[src/rtl/pfc_pkg.sv]
package pfc_pkg;

    typedef enum logic [1:0] {
        SRC_GPIO    = 2'd0,
        SRC_PIPE    = 2'd1,
        SRC_CLKTEST = 2'd2,
        SRC_ECLK    = 2'd3
    } pin_src_e;

    typedef enum logic {
        ST_FRESH   = 1'b0,
        ST_WRITTEN = 1'b1
    } acc_state_e;

    typedef enum logic [1:0] {
        MK_SINGLE = 2'b00,
        MK_EXP    = 2'b01,
        MK_PERIPH = 2'b10,
        MK_EXPW   = 2'b11
    } mode_kind_e;

    typedef struct packed {
        logic ct;   // clock-test output enable
        logic ps;   // pipe-status output enable
        logic ne;   // no E clock
    } ctl_bits_t;

endpackage

[src/rtl/pfc_mode_latch.sv]
module pfc_mode_latch
    import pfc_pkg::*;
(
    input  logic       clk,
    input  logic       rst,
    input  logic       mode_special_i,
    input  logic [1:0] mode_kind_i,
    output logic       special_q,
    output mode_kind_e kind_q
);

    // Mode follows the pins only while reset is held, then stays frozen.
    always_ff @(posedge clk) begin
        if (rst) begin
            special_q <= mode_special_i;
            kind_q    <= mode_kind_e'(mode_kind_i);
        end
    end

endmodule

[src/rtl/pfc_access.sv]
module pfc_access
    import pfc_pkg::*;
#(
    parameter int REG_W  = 8,
    parameter int CT_POS = 6,
    parameter int PS_POS = 5,
    parameter int NE_POS = 4
) (
    input  logic             clk,
    input  logic             rst,
    input  logic             special_i,
    input  mode_kind_e       kind_i,
    input  logic             wr_en_i,
    input  logic [REG_W-1:0] wr_data_i,
    output ctl_bits_t        bits_o,
    output acc_state_e       state_o
);

    acc_state_e state_q, state_d;
    ctl_bits_t  bits_q, bits_d;
    logic       ct_ok, ps_ok, ne_ok;

    // State register
    always_ff @(posedge clk) begin
        if (rst) state_q <= ST_FRESH;
        else     state_q <= state_d;
    end

    // Next state: the first write strobe moves to ST_WRITTEN for good.
    always_comb begin
        state_d = state_q;
        unique case (state_q)
            ST_FRESH:   if (wr_en_i) state_d = ST_WRITTEN;
            ST_WRITTEN: state_d = ST_WRITTEN;
        endcase
    end

    // Per-bit acceptance, decoded from mode and access state
    always_comb begin
        ct_ok = 1'b0;
        ps_ok = 1'b0;
        ne_ok = 1'b0;
        unique case (state_q)
            ST_FRESH: begin
                ps_ok = !special_i;
                ne_ok = (kind_i == MK_SINGLE);
            end
            ST_WRITTEN: begin
                ct_ok = special_i;
                ps_ok = special_i;
                ne_ok = (kind_i == MK_SINGLE) && special_i;
            end
        endcase
    end

    always_comb begin
        bits_d = bits_q;
        if (wr_en_i) begin
            if (ct_ok) bits_d.ct = wr_data_i[CT_POS];
            if (ps_ok) bits_d.ps = wr_data_i[PS_POS];
            if (ne_ok) bits_d.ne = wr_data_i[NE_POS];
        end
    end

    always_ff @(posedge clk) begin
        if (rst) bits_q <= '0;
        else     bits_q <= bits_d;
    end

    assign bits_o  = bits_q;
    assign state_o = state_q;

endmodule

[src/rtl/pfc_pinmux.sv]
module pfc_pinmux
    import pfc_pkg::*;
#(
    parameter int NPINS = 3
) (
    input  logic             special_i,
    input  mode_kind_e       kind_i,
    input  ctl_bits_t        bits_i,
    input  logic             estr_i,
    input  logic [1:0]       pipe_stat_i,
    input  logic             clk_test_i,
    input  logic             eclk_i,
    input  logic [NPINS-1:0] gpio_out_i,
    input  logic [NPINS-1:0] gpio_oe_i,
    output pin_src_e         sel_o [NPINS],
    output logic [NPINS-1:0] oe_o,
    output logic [NPINS-1:0] do_o
);

    localparam int P6 = NPINS - 1;
    localparam int P5 = NPINS - 2;
    localparam int P4 = NPINS - 3;

    logic is_single, is_exp, is_periph;
    logic pipe_on, ctest_on, eclk_on;

    always_comb begin
        is_single = (kind_i == MK_SINGLE);
        is_periph = (kind_i == MK_PERIPH);
        is_exp    = (kind_i == MK_EXP) || (kind_i == MK_EXPW);
        pipe_on   = bits_i.ps && is_exp;
        ctest_on  = bits_i.ct && !pipe_on && !is_single && !(is_exp && !special_i);
        eclk_on   = !bits_i.ne && (!is_single || !estr_i);
    end

    // GPIO default for every pin, overridden below by alternate functions
    pin_src_e         gsel [NPINS];
    logic [NPINS-1:0] goe, gdo;
    for (genvar g = 0; g < NPINS; g++) begin : g_gpio
        assign gsel[g] = SRC_GPIO;
        assign goe[g]  = gpio_oe_i[g];
        assign gdo[g]  = gpio_out_i[g];
    end

    always_comb begin
        for (int i = 0; i < NPINS; i++) sel_o[i] = gsel[i];
        oe_o = goe;
        do_o = gdo;

        // Pin 6: pipe status over clock test over GPIO
        if (pipe_on) begin
            sel_o[P6] = SRC_PIPE;
            oe_o[P6]  = 1'b1;
            do_o[P6]  = pipe_stat_i[1];
        end else if (ctest_on) begin
            sel_o[P6] = SRC_CLKTEST;
            oe_o[P6]  = 1'b1;
            do_o[P6]  = clk_test_i;
        end

        // Pin 5: pipe status over GPIO
        if (pipe_on) begin
            sel_o[P5] = SRC_PIPE;
            oe_o[P5]  = 1'b1;
            do_o[P5]  = pipe_stat_i[0];
        end

        // Pin 4: E clock, an input in peripheral mode
        if (eclk_on) begin
            sel_o[P4] = SRC_ECLK;
            oe_o[P4]  = !is_periph;
            do_o[P4]  = is_periph ? 1'b0 : eclk_i;
        end
    end

endmodule

[src/rtl/pin_func_ctl.sv]
module pin_func_ctl
    import pfc_pkg::*;
#(
    parameter int REG_W  = 8,
    parameter int CT_POS = 6,
    parameter int PS_POS = 5,
    parameter int NE_POS = 4
) (
    input  logic             clk,
    input  logic             rst,
    input  logic             mode_special_i,
    input  logic [1:0]       mode_kind_i,
    input  logic             wr_en_i,
    input  logic [REG_W-1:0] wr_data_i,
    output logic [REG_W-1:0] rd_data_o,
    input  logic             estr_i,
    input  logic [1:0]       pipe_stat_i,
    input  logic             clk_test_i,
    input  logic             eclk_i,
    input  logic [2:0]       gpio_out_i,
    input  logic [2:0]       gpio_oe_i,
    output logic [5:0]       pin_sel_o,
    output logic [2:0]       pin_oe_o,
    output logic [2:0]       pin_do_o
);

    localparam int NPINS = 3;
    localparam int SEL_W = $bits(pin_src_e);

    logic       spec_q;
    mode_kind_e kind_q;
    ctl_bits_t  bits;
    acc_state_e acc_state;
    logic       first_done;
    pin_src_e   sel [NPINS];

    pfc_mode_latch u_mode (
        .clk            (clk),
        .rst            (rst),
        .mode_special_i (mode_special_i),
        .mode_kind_i    (mode_kind_i),
        .special_q      (spec_q),
        .kind_q         (kind_q)
    );

    pfc_access #(
        .REG_W (REG_W), .CT_POS (CT_POS), .PS_POS (PS_POS), .NE_POS (NE_POS)
    ) u_acc (
        .clk       (clk),
        .rst       (rst),
        .special_i (spec_q),
        .kind_i    (kind_q),
        .wr_en_i   (wr_en_i),
        .wr_data_i (wr_data_i),
        .bits_o    (bits),
        .state_o   (acc_state)
    );

    pfc_pinmux #(.NPINS (NPINS)) u_mux (
        .special_i   (spec_q),
        .kind_i      (kind_q),
        .bits_i      (bits),
        .estr_i      (estr_i),
        .pipe_stat_i (pipe_stat_i),
        .clk_test_i  (clk_test_i),
        .eclk_i      (eclk_i),
        .gpio_out_i  (gpio_out_i),
        .gpio_oe_i   (gpio_oe_i),
        .sel_o       (sel),
        .oe_o        (pin_oe_o),
        .do_o        (pin_do_o)
    );

    assign first_done = (acc_state == ST_WRITTEN);

    always_comb begin
        rd_data_o         = '0;
        rd_data_o[CT_POS] = bits.ct;
        rd_data_o[PS_POS] = bits.ps;
        rd_data_o[NE_POS] = bits.ne;
    end

    for (genvar p = 0; p < NPINS; p++) begin : g_sel
        assign pin_sel_o[p*SEL_W +: SEL_W] = sel[p];
    end

endmodule

[config.mk]
export PLATFORM = sky130hd
export DESIGN_NAME = pin_func_ctl
export DESIGN_NICKNAME = d
export VERILOG_FILES = /design/src/rtl/pfc_pkg.sv /design/src/rtl/pfc_mode_latch.sv /design/src/rtl/pfc_access.sv /design/src/rtl/pfc_pinmux.sv /design/src/rtl/pin_func_ctl.sv
export SDC_FILE = /design/constraint.sdc
export NUM_CORES = 1
export LEC_CHECK = 0
export BUFFER_PORTS_ARGS = -buffer_cell sky130_fd_sc_hd__buf_2
export CORE_UTILIZATION = 35
export DETAILED_ROUTE_END_ITERATION = 7
export PLACE_DENSITY_LB_ADDON = 0.05
export SYNTH_ARGS = -nofsm -noshare
export SYNTH_HDL_FRONTEND = slang
export SYNTH_SLANG_ARGS = --single-unit
[constraint.sdc]
create_clock -name clk -period 1.3 [get_ports clk]
set_input_delay 0.065 -clock clk [delete_from_list [all_inputs] [get_ports clk]]
set_output_delay 0.065 -clock clk [all_outputs]
set_load 0.03 [all_outputs]
Yosys cells after proc, flatten, opt, wreduce, memory -nomap -nowiden
Cells that the tools add are included.
{ "totals": {"memories": 0, "in_bits": 25, "out_inout_bits": 20, "latchBits": 0, "rom_bits": 0, "word_cells": 48, "ramBits": 0, "reg_bits": 7} }
{ "classes": {"multipliers": 0, "bitwise_logic": 1, "n_reduce_logical": 20, "magnitude_cmp": 0, "muxes": 18, "n_shift": 0, "n_eq_ne": 3, "div": 0, "addsub": 0} }
{ "op_table": {"columns": ["cell", "count"], "rows": [
  ["$mux 1", 12],
  ["$logic_and 1x1->1", 7],
  ["$logic_not 1->1", 7],
  ["$mux 2", 3],
  ["$pmux 1 s2", 3],
  ["$reduce_and 2->1", 3],
  ["$eq 2x2->1 const B", 2],
  ["$eq 2x1->1 const B", 1],
  ["$logic_not 2->1", 1],
  ["$logic_or 1x1->1", 2],
  ["$not 1->1", 1]
]} }

Depth between registers and ports, before layout
Gate-level depths: netlist (run 1).
{ "logic_depth": {"word_depth": 9, "mapped_depth": 4, "depth_no_buf": 4} }

Cells and area by module
Synthesis (run 1) repeated with hierarchy kept, for this count alone.
{ "hier_totals": {"hier_cells": 54, "area_unflattened_um2": 524.3} }
{ "by_module_without_submodules": {"columns": ["mod", "cells_each", "area_per_inst_um2", "seq_area_each_um2", "instances"], "rows": [
  ["pfc_access", 19, 198.9, 80.1, 1],
  ["pfc_pinmux", 26, 193.9, 0.0, 1],
  ["pfc_mode_latch", 3, 90.1, 90.1, 1],
  ["pin_func_ctl", 6, 41.3, 0.0, 1]
]} }

Least setup slack after synthesis (run 1)
No wires, ideal clock.
{ "synth_timing": {"path_kind": "register to output", "startpoint": "register u_mode.kind_q[0]", "endpoint": "output pin_do_o[0]", "path_stages_with_launch": 4, "path_slack_ns": -0.042, "arrival_ns": 1.277, "path_buffers": 0, "required_time_ns": 1.235, "cell_sequence": "edfxtp_1 -> nor2_1 -> a21oi_2 -> mux2i_1"} }
{ "synth_between": {"elab_chain_len": 5, "word_cells_on_any_way": 7, "cone_classes": "eq/ne (1); mux (2); reduce/logical (4)"} }
{ "synth_rtl": {"columns": ["element", "line_no", "source"], "rows": [
  ["start: declaration", "pfc_mode_latch.sv:9", "output mode_kind_e kind_q"],
  ["start signal: assignment", "pfc_mode_latch.sv:16", "kind_q <= mode_kind_e'(mode_kind_i);"],
  ["$logic_not 2->1", "pfc_pinmux.sv:28", "is_single = (kind_i == MK_SINGLE);"],
  ["$logic_not 1->1", "pfc_pinmux.sv:33", "eclk_on = !bits_i.ne && (!is_single || !estr_i);"],
  ["$logic_or 1x1->1", "pfc_pinmux.sv:33", null],
  ["$logic_and 1x1->1", "pfc_pinmux.sv:33", null],
  ["named net u_mux.eclk_on", "pfc_pinmux.sv:25", "logic pipe_on, ctest_on, eclk_on;"],
  ["$mux 1", "pfc_pinmux.sv:69", "if (eclk_on) begin"],
  ["end: declaration", "pin_func_ctl.sv:24", "output logic [2:0] pin_do_o"]
]} }
The timed path passes the listed nets, and every way through them passes these cells.

Worst setup path after layout (run 1)
{ "layout_timing": {"startpoint": "register u_mode.kind_q[0]", "endpoint": "output pin_do_o[2]"} }
{ "layout_between": {"elab_chain_len": 9, "word_cells_on_any_way": 14, "cone_classes": "eq/ne (2); mux (2); reduce/logical (10)"} }
{ "layout_rtl": {"columns": ["element", "line_no", "source"], "rows": [
  ["$eq 2x1->1 / $eq 2x2->1 (equally long branches)", "pfc_pinmux.sv:30", "is_exp = (kind_i == MK_EXP) || (kind_i == MK_EXPW);"],
  ["$logic_or 1x1->1", "pfc_pinmux.sv:30", null],
  ["$logic_and 1x1->1", "pfc_pinmux.sv:31", "pipe_on = bits_i.ps && is_exp;"],
  ["$logic_not 1->1", "pfc_pinmux.sv:32", "ctest_on = bits_i.ct && !pipe_on && !is_single && !(is_exp && !special_i);"],
  ["$logic_and 1x1->1 (3 in a row)", "pfc_pinmux.sv:32", null],
  ["$mux 1", "pfc_pinmux.sv:55", "end else if (ctest_on) begin"],
  ["$mux 1 *", "pfc_pinmux.sv:51", "if (pipe_on) begin"]
]} }
Every way passes the cells marked *; elsewhere a longest branch is shown, timed or not.

==> metrics.txt, run 1 <==
per-cell via count in the routed design 4.31; Initial DRC Count 6; clock latency on the worst-skew pair 0.25 ns; register-to-register path setup slack 0.08 ns; final wirelength 907 µm; H-tree Lvls 1; filler-free cell count of the finished design 104; Hold Vio Cnt, Final 0; initial core utilization 37.5%; number of nets in the final layout 116; leading post-synthesis cells by cell area sky130_fd_sc_hd__edfxtp_1, sky130_fd_sc_hd__dfxtp_1, sky130_fd_sc_hd__buf_4; count of flip-flops with a built-in enable after synthesis 3; total vias in the final route 448; detailed-route wire length per cell 8.72 µm; most frequently used cell type in the post-synthesis netlist sky130_fd_sc_hd__buf_4; Yosys reg bits 7; data arrival time of the critical path 1.47 ns; max incr delay on CP 0.46 ns; clock-pin slew on the worst setup and hold paths 0.05 ns; maximum count of clock buffers along a single path 2; beginning of the worst register-to-register path u_mode.special_q; final setup fails 9; beginning of the critical path u_mode.kind_q[0]; biggest area consumer among synthesized cells sky130_fd_sc_hd__edfxtp_1; share of the yosys chip area belonging to registers 35.3%; Worst setup endpoint pin_do_o[2]; number of clock sinks seen by CTS 7; core region area 1280 µm²; Place WS -0.0229 ns; count of input and output buffers 33; GP Congestion 0.631; sum of negative setup slack -1.23 ns; static leakage 0.380 nW; Layout Area Growth over Synthesis 52.7%; Min-Delay Path Class in2reg; average cell area after synthesis 9.26 µm²; grt ovf 0; buffer type at the clock tree root sky130_fd_sc_hd__clkbuf_4; setup repair after global routing missed its margin true; global-route wire length before repair 1210 µm; Slew Limit Fails 0; cell count after synthesis 52; antenna fix cells 0; failing checks negative setup slack; number of cells on the worst reg-to-reg path 4; Worst path slowest cell sky130_fd_sc_hd__edfxtp_1; number of logic stages on the critical path including buffering 4; CP cell instances mux2_4, a21oi_2, a221o_1, buf_6; highest clock frequency the design can meet 0.650 GHz; post-synthesis adder-cell area fraction 2.60%; area share of xor/xnor cells in the synthesized design 0%; placed cells 97; period utilization 118%; kind of cell with the highest combined delay on the critical path flip-flops; critical path start-end classification reg2out; most frequently used flop master after synthesis sky130_fd_sc_hd__dfxtp_1; area share of the largest cell type after synthesis 18.7%; Required @ worst endpoint 1.24 ns; initial antenna violation count 0; Ys Warns 0; # Max-Cap Violations 0; post-route DRC violation count 0; unique cell type count in the Yosys netlist 22; largest vdd supply drop 529 µV; Die Span X 39.1 µm; largest driver fanout on the critical path 6; cell row count 13; HPWL Detailed 692 µm; remaining antenna violation count after routing 0; outcome complete, but fails checks; power per cell area 957 nW/µm²; Startpoint Class flop; total power 0.000704 W; Total Die Area 1530 µm²; TritonCTS clock tree built; total track usage 12.0%; Vert. Die Dim 39.1 µm; post-synthesis cell area 482 µm²; worst setup slack after layout -0.239 ns; buffers and inverters on the worst path 1; clock period minus final worst setup slack 1.54 ns; multiplexer area fraction after synthesis 14.0%; fraction of layout instances using a drive strength above 1 53.9%; type of element capturing the critical path primary output; area fraction in compound gates after synthesis 7.79%; total I/O pin count 45; share of async-settable or async-resettable flops after synthesis 0%; main combinational cell family by area after synthesis simple AND/OR/NAND/NOR gates; Inserted Clock Buffers 3; top cells by count, synth sky130_fd_sc_hd__buf_4, sky130_fd_sc_hd__nand2b_1, sky130_fd_sc_hd__dfxtp_1, sky130_fd_sc_hd__nand2_1, sky130_fd_sc_hd__nor2_1; simple-gate share of the synthesized area 23.1%; capture instance of the worst register-to-register path u_acc.bits_o[1]; first-pass detailed-route iteration total 4; via count of the first global-routing pass 320; maximum number of pins on one net before global-route repair 9; clock skew after layout 0.00350 ns
metal layers:
| layer | vias to the layer above | share of wire (%) | GRT usage, % | routed length (µm) |
|---|---|---|---|---|
| met4 | 0 | 0 | 7.76 | 0 |
| met5 | - | 0 | 0 | 0 |
| li1 | 231 | - | - | - |
| met3 | 0 | 6.3 | 3.47 | 57 |
| met1 | 194 | 44 | 14.8 | 402 |
| met2 | 23 | 49 | 17.9 | 447 |
worst min path at each step:
stage | start | endpoint | slack, ns | cells past startpoint
after global placement | mode_kind_i[1] | u_mode.kind_q[1] | 0.24 | 1
after CTS | wr_data_i[5] | u_acc.bits_o[1] | 0.05 | 3
final | wr_data_i[5] | u_acc.bits_o[1] | 0.05 | 3
after floorplan | rst | u_acc.bits_o[1] | 0.13 | 1
after detailed placement | mode_special_i | u_mode.special_q | 0.24 | 1
after global routing | wr_data_i[5] | u_acc.bits_o[1] | 0.05 | 3
cells in the final DEF (no fill, tap or decap), drive strengths merged:
cell type / count
mux2i: 3
buf: 35
nand2b: 5
edfxtp: 3
or2: 1
a221o: 1
mux2: 3
a21oi: 3
nand3: 2
conb: 6
and2: 3
nor2: 4
nand2: 4
dfxtp: 4
dlygate4sd3: 3
clkbuf: 4
inv: 1
o21ai: 1
ha: 1
nor2b: 1
and3: 1
power breakdown:
group          switching (W)  internal (W)
logic               0.000138      0.000111
registers          0.0000156      0.000246
clock network      0.0000769      0.000117
logic make-up (layout without fill, tap and decap cells):
| family | Yosys count | count (layout) |
|---|---|---|
| buffers and inverters | 11 | 43 |
| DFF | 7 | 7 |
| AOI/OAI and AO/OA | 5 | 5 |
| muxes | 6 | 6 |
| other | 1 | 6 |
| and+or+nand+nor | 21 | 21 |
| adders and majority gates | 1 | 1 |
worst register-to-register path, cell delays in order (launching register included):
cell and delay (ns):
sky130_fd_sc_hd__edfxtp_1 0.43, sky130_fd_sc_hd__ha_1 0.33, sky130_fd_sc_hd__nor2b_2 0.12, sky130_fd_sc_hd__mux2i_1 0.18
sky130_fd_sc_hd__nor2_1 0.05
final cells by class:
cell class              count  area [µm²]
well taps                  15        18.8
multi-input cells          39         272
flip-flops and latches      7         171
clock buffers               4        26.3
repair buffers             38         244
fillers                   118         549
inverters                   1        3.75
registers in the layout (all words and copies together) (netlist names):
name,cells
u_acc.bits_o,3
u_mode.kind_q,2
u_acc.state_o,1
u_mode.special_q,1
what timing repair did:
item | CTS | global route
hold endpoints to repair | 3 | 0
gates resized for setup | 13 | 2
endpoints found under the setup margin | 9 | 10
setup buffers | 0 | 0
gates cloned | 0 | 0
hold buffers | 3 | 0
pin swaps | 3 | 1
stage by stage:
stage	hold WS (ns)	area [µm²]	utilization, %
global placement	0.242	629	49.0
floorplan	0.130	505	-
CTS	0.0458	726	56.5
finish	0.0523	736	57.3
detailed placement	0.245	629	49.0
global route	0.0541	736	57.3
Note: power is estimated with default switching activity, not from simulation.
==> run 2: changes to the inputs <==
--- a/config.mk
+++ b/config.mk
@@ -9,6 +9,8 @@
 export CORE_UTILIZATION = 35
 export DETAILED_ROUTE_END_ITERATION = 7
 export PLACE_DENSITY_LB_ADDON = 0.05
+export RECOVER_POWER = 25
+export SKIP_CTS_REPAIR_TIMING = 1
 export SYNTH_ARGS = -nofsm -noshare
 export SYNTH_HDL_FRONTEND = slang
 export SYNTH_SLANG_ARGS = --single-unit
==> run 2 against run 1 <==
  * The flow still finishes with violations (negative setup slack)
  * Final cell count unchanged
  * Clock skew about the same
  * Clock-buffer cell count unchanged
  * Sequential power about the same
  * Critical path depth unchanged
  * Worst hold slack about the same
  * Combinational power down 4%
  * Clock power about the same
  * Wire length down 0.99%
  * Register-to-register slack about the same
  * Power down 1.5%
  * First-iteration DRC count up 33%
  * Critical endpoint unchanged
  * Largest cell class unchanged
==> metrics.txt, run 2 (synthesis results as in run 1) <==
per-cell via count in the routed design 4.29; total power 0.000693 W; final setup fails 9; beginning of the worst register-to-register path u_mode.special_q; Initial DRC Count 8; largest driver fanout on the critical path 6; number of nets in the final layout 116; setup repair after global routing missed its margin true; Startpoint Class flop; clock period minus final worst setup slack 1.54 ns; maximum number of pins on one net before global-route repair 9; HPWL Detailed 692 µm; remaining antenna violation count after routing 0; Hold Vio Cnt, Final 0; number of flip-flops under the largest register name 3; largest vdd supply drop 529 µV; sum of negative setup slack -1.30 ns; CP cell instances mux2_4, a21oi_2, a221o_1, buf_6; type of element capturing the critical path primary output; register-to-register path setup slack 0.07 ns; beginning of the critical path u_mode.kind_q[0]; Required @ worst endpoint 1.24 ns; fraction of layout instances using a drive strength above 1 52.8%; max incr delay on CP 0.46 ns; buffer type at the clock tree root sky130_fd_sc_hd__clkbuf_4; antenna fix cells 0; Inserted Clock Buffers 3; core region area 1280 µm²; clock skew after layout 0.00340 ns; static leakage 0.370 nW; commonest non-fill, non-tap cell in the layout sky130_fd_sc_hd__buf_2; period utilization 118%; first-pass detailed-route iteration total 4; failing checks negative setup slack; H-tree Lvls 1; # Max-Cap Violations 0; buffers and inverters on the worst path 1; Layout Area Growth over Synthesis 49.1%; post-route DRC violation count 0; initial antenna violation count 0; total vias in the final route 446; count of input and output buffers 33; number of clock sinks seen by CTS 7; initial core utilization 37.5%; global-route wire length before repair 1130 µm; Worst setup endpoint pin_do_o[2]; maximum count of clock buffers along a single path 2; critical path start-end classification reg2out; Worst path slowest cell sky130_fd_sc_hd__edfxtp_1; Vert. Die Dim 39.1 µm; clock-pin slew on the worst setup and hold paths 0.05 ns; detailed-route wire length per cell 8.63 µm; TritonCTS clock tree built; total I/O pin count 45; kind of cell with the highest combined delay on the critical path flip-flops; clock latency on the worst-skew pair 0.25 ns; total track usage 11.3%; Min-Delay Path Class in2reg; highest clock frequency the design can meet 0.650 GHz; power per cell area 965 nW/µm²; most used cells in the layout excluding fill and tap cells sky130_fd_sc_hd__buf_2, sky130_fd_sc_hd__conb_1, sky130_fd_sc_hd__nand2b_1; number of fillers in the final layout 120; via count of the first global-routing pass 292; number of logic stages on the critical path including buffering 4; outcome complete, but fails checks; grt ovf 0; Slew Limit Fails 0; capture instance of the worst register-to-register path u_acc.bits_o[1]; data arrival time of the critical path 1.47 ns; number of cells on the worst reg-to-reg path 4; Die Span X 39.1 µm; cell row count 13; worst setup slack after layout -0.238 ns; GP Congestion 0.631; Total Die Area 1530 µm²; final wirelength 898 µm
==> run 2: cell types whose count changed in the layout (fill, tap and decap cells not counted) <==
cell                       change
sky130_fd_sc_hd__buf_2         +1
sky130_fd_sc_hd__buf_6         -3
sky130_fd_sc_hd__clkbuf_1      +1
sky130_fd_sc_hd__buf_4         +1
==> run 2: final cells by class <==
class | instances | area [µm²] | share of cell area, %
Tap cell | 15 | 18.8 | 2.61
Multi-Input combinational cell | 39 | 272 | 37.8
Timing Repair Buffer | 38 | 226 | 31.5
Inverter | 1 | 3.75 | 0.523
Clock buffer | 4 | 26.3 | 3.66
Sequential cell | 7 | 171 | 23.9
==> run 2: power by group <==
part / leakage [nW] / internal [W] / switching, W
Clock: 0.0150 / 0.000117 / 0.0000770
Sequential: 0.0626 / 0.000246 / 0.0000156
Combinational: 0.292 / 0.000103 / 0.000136
Total: 0.370 / 0.000465 / 0.000228
==> run 2: worst min path at each step <==
stage	start	slack (ns)	cells past startpoint	end
after floorplan	rst	0.13	1	u_acc.bits_o[1]
after global placement	mode_kind_i[1]	0.24	1	u_mode.kind_q[1]
after detailed placement	mode_special_i	0.24	1	u_mode.special_q
after CTS	mode_special_i	-0.02	1	u_mode.special_q
after global routing	wr_data_i[5]	0.05	3	u_acc.bits_o[1]
final	wr_data_i[5]	0.05	3	u_acc.bits_o[1]
==> run 2: per-stage QoR <==
| step | instances | util, % | worst slack (ns) | hold WS, ns | area [µm²] |
|---|---|---|---|---|---|
| 2_1_floorplan | 57 | - | 0.0268 | 0.130 | 505 |
| 5_1_grt | 104 | 55.9 | -0.303 | 0.0541 | 718 |
| 4_1_cts | 101 | 51.0 | -0.294 | -0.0170 | 656 |
| 6_report | 104 | 55.9 | -0.238 | 0.0522 | 718 |
| 3_5_place_dp | 97 | 49.0 | -0.0229 | 0.245 | 629 |
| 3_3_place_gp | 97 | 49.0 | 0.00552 | 0.242 | 629 |
==> run 2: metal layers <==
metal	wire (µm)	vias to the layer above	global-route usage, %	part of all wire, %
met3	58	0	3.47	6.5
met5	0	-	0	0
met1	406	192	14.1	45
met4	0	0	7.76	0
li1	-	231	-	-
met2	432	23	16.3	48
==> run 2: tightest hold or removal path, cell delays in order <==
cell                      delay (ns)
sky130_fd_sc_hd__buf_2          0.07
sky130_fd_sc_hd__mux2i_1        0.05
sky130_fd_sc_hd__nor2_1         0.07
==> run 3: changes to the inputs <==
==> constraint.sdc (replaced) <==
create_clock -name clk -period 1.3 [get_ports clk]
set_input_delay 0.13 -clock clk [delete_from_list [all_inputs] [get_ports clk]]
set_output_delay 0.13 -clock clk [all_outputs]
set_load 0.005 [all_outputs]
==> run 3 against run 2 <==
  * The run still ends with negative setup slack left
  * Power down 13%
  * Via count down 4.5%
  * Wire length down 5.0%
  * Register-to-register slack about the same
  * First-iteration DRC count unchanged
  * Global-route usage up 0.80 points
  * Core utilization down 4.0 points
  * Final cell count down 3.8%
  * Worst setup slack worse by 0.030 ns
  * Maximum frequency down 1.9%
  * Die area unchanged
  * Clock power up 4%
  * Critical path type unchanged
  * Critical endpoint unchanged
  * Largest cell class unchanged
==> metrics.txt, run 3 (synthesis results as in run 1) <==
outcome complete, but fails checks; failing checks negative setup slack; routed wire length on met2 410 µm; clock-pin slew on the worst setup and hold paths 0.06 ns; type of element capturing the critical path primary output; initial antenna violation count 0; number of clock sinks seen by CTS 7; largest driver fanout on the critical path 6; period utilization 121%; power per cell area 900 nW/µm²; worst setup slack after layout -0.267 ns; Required @ worst endpoint 1.17 ns; summed area of non-filler cells in the final layout 667 µm²; total vias in the final route 426; detailed-route wire length per cell 8.53 µm; TritonCTS clock tree built; global-route wire length before repair 1240 µm; total I/O pin count 45; Layout Area Growth over Synthesis 38.4%; antenna fix cells 0; via count of the first global-routing pass 292; count of input and output buffers 33; Min-Delay Path Class in2reg; Initial DRC Count 8; number of fillers in the final layout 128; setup repair after global routing missed its margin true; final setup fails 9; # Max-Cap Violations 0; total track usage 12.1%; detailed-routed wire length on met3 58 µm; total power 0.000600 W; kind of cell with the highest combined delay on the critical path flip-flops; Die Span X 39.1 µm; initial core utilization 37.5%; Worst path slowest cell sky130_fd_sc_hd__edfxtp_1; per-cell via count in the routed design 4.26; number of cells on the worst reg-to-reg path 4; Vert. Die Dim 39.1 µm; final wirelength 853 µm; HPWL Detailed 706 µm; grt ovf 0; cell depth of the worst min-delay path 1; H-tree Lvls 1; buffer type at the clock tree root sky130_fd_sc_hd__clkbuf_4; most used cells in the layout excluding fill and tap cells sky130_fd_sc_hd__buf_2, sky130_fd_sc_hd__conb_1, sky130_fd_sc_hd__nand2b_1; GP Congestion 0.621; Placement Cell Area 617 µm²; maximum count of clock buffers along a single path 2; top routing layer used met3; commonest non-fill, non-tap cell in the layout sky130_fd_sc_hd__buf_2; share of the core filled with cells in the final layout 51.9%; fraction of layout instances using a drive strength above 1 51.8%; number of nets in the final layout 112; cell row count 13; number of logic stages on the critical path including buffering 4; max incr delay on CP 0.46 ns; Hold Vio Cnt, Final 0; Slew Limit Fails 0; post-route DRC violation count 0; metal1 wirelength 385 µm; clock skew after layout 0.0123 ns; maximum number of pins on one net before global-route repair 9; CP cell instances mux2_4, a21oi_4, a221o_1, buf_2; static leakage 0.354 nW; data arrival time of the critical path 1.44 ns; critical path start-end classification reg2out; largest vdd supply drop 602 µV; Startpoint Class flop; highest clock frequency the design can meet 0.638 GHz; Place WS -0.00774 ns; first-pass detailed-route iteration total 4; core region area 1280 µm²; number of flip-flops under the largest register name 3; clock latency on the worst-skew pair 0.26 ns; Inserted Clock Buffers 3; Total Die Area 1530 µm²; remaining antenna violation count after routing 0; clock period minus final worst setup slack 1.57 ns; buffers and inverters on the worst path 1
-- run 3: final timing paths --
kind | endpoint | startpoint | slack [ns]
setup reg to reg | u_acc.bits_o[1] | u_mode.special_q | 0.07
hold / removal | u_mode.special_q | mode_special_i | 0.04
hold reg to reg | u_acc.state_o | u_acc.state_o | 0.49
setup / recovery | pin_do_o[2] | u_mode.kind_q[0] | -0.27
-- run 3: worst reg2reg max path, cell delays in order, from the launching register on --
cell	delay, ns
sky130_fd_sc_hd__edfxtp_1	0.43
sky130_fd_sc_hd__ha_1	0.31
sky130_fd_sc_hd__nor2b_1	0.14
sky130_fd_sc_hd__mux2i_1	0.20
sky130_fd_sc_hd__nor2_1	0.05
-- run 3: metrics by stage --
stage | std cells | hold WS (ns) | setup TNS, ns
floorplan | 57 | 0.199 | 0
global placement | 96 | 0.307 | -0.000262
detailed placement | 96 | 0.309 | -0.00774
CTS | 100 | 0.0324 | -1.81
global route | 100 | 0.0289 | -2.20
finish | 100 | 0.0422 | -1.59
-- run 3: per-layer routing --
metal,GRT usage [%],vias up
met2,15.0,20
met1,17.4,181
met4,7.76,0
met3,3.47,0
li1,-,225
met5,0,-
-- run 3: cell type report --
class                           instances  area [µm²]  area share (%)
Multi-Input combinational cell         39         262            39.2
Timing Repair Buffer                   34         185            27.8
Sequential cell                         7         170            25.5
Clock buffer                            3        22.5            3.38
Tap cell                               15        18.8            2.81
Clock inverter                          1        5.00           0.750
Inverter                                1        3.75           0.563
-- run 3: power breakdown --
| part | internal [W] | switching (W) | leakage [nW] |
|---|---|---|---|
| sequential | 0.000245 | 0.0000149 | 0.0622 |
| combinational | 0.0000827 | 0.0000571 | 0.274 |
| clock | 0.000113 | 0.0000881 | 0.0177 |
| total | 0.000440 | 0.000160 | 0.354 |
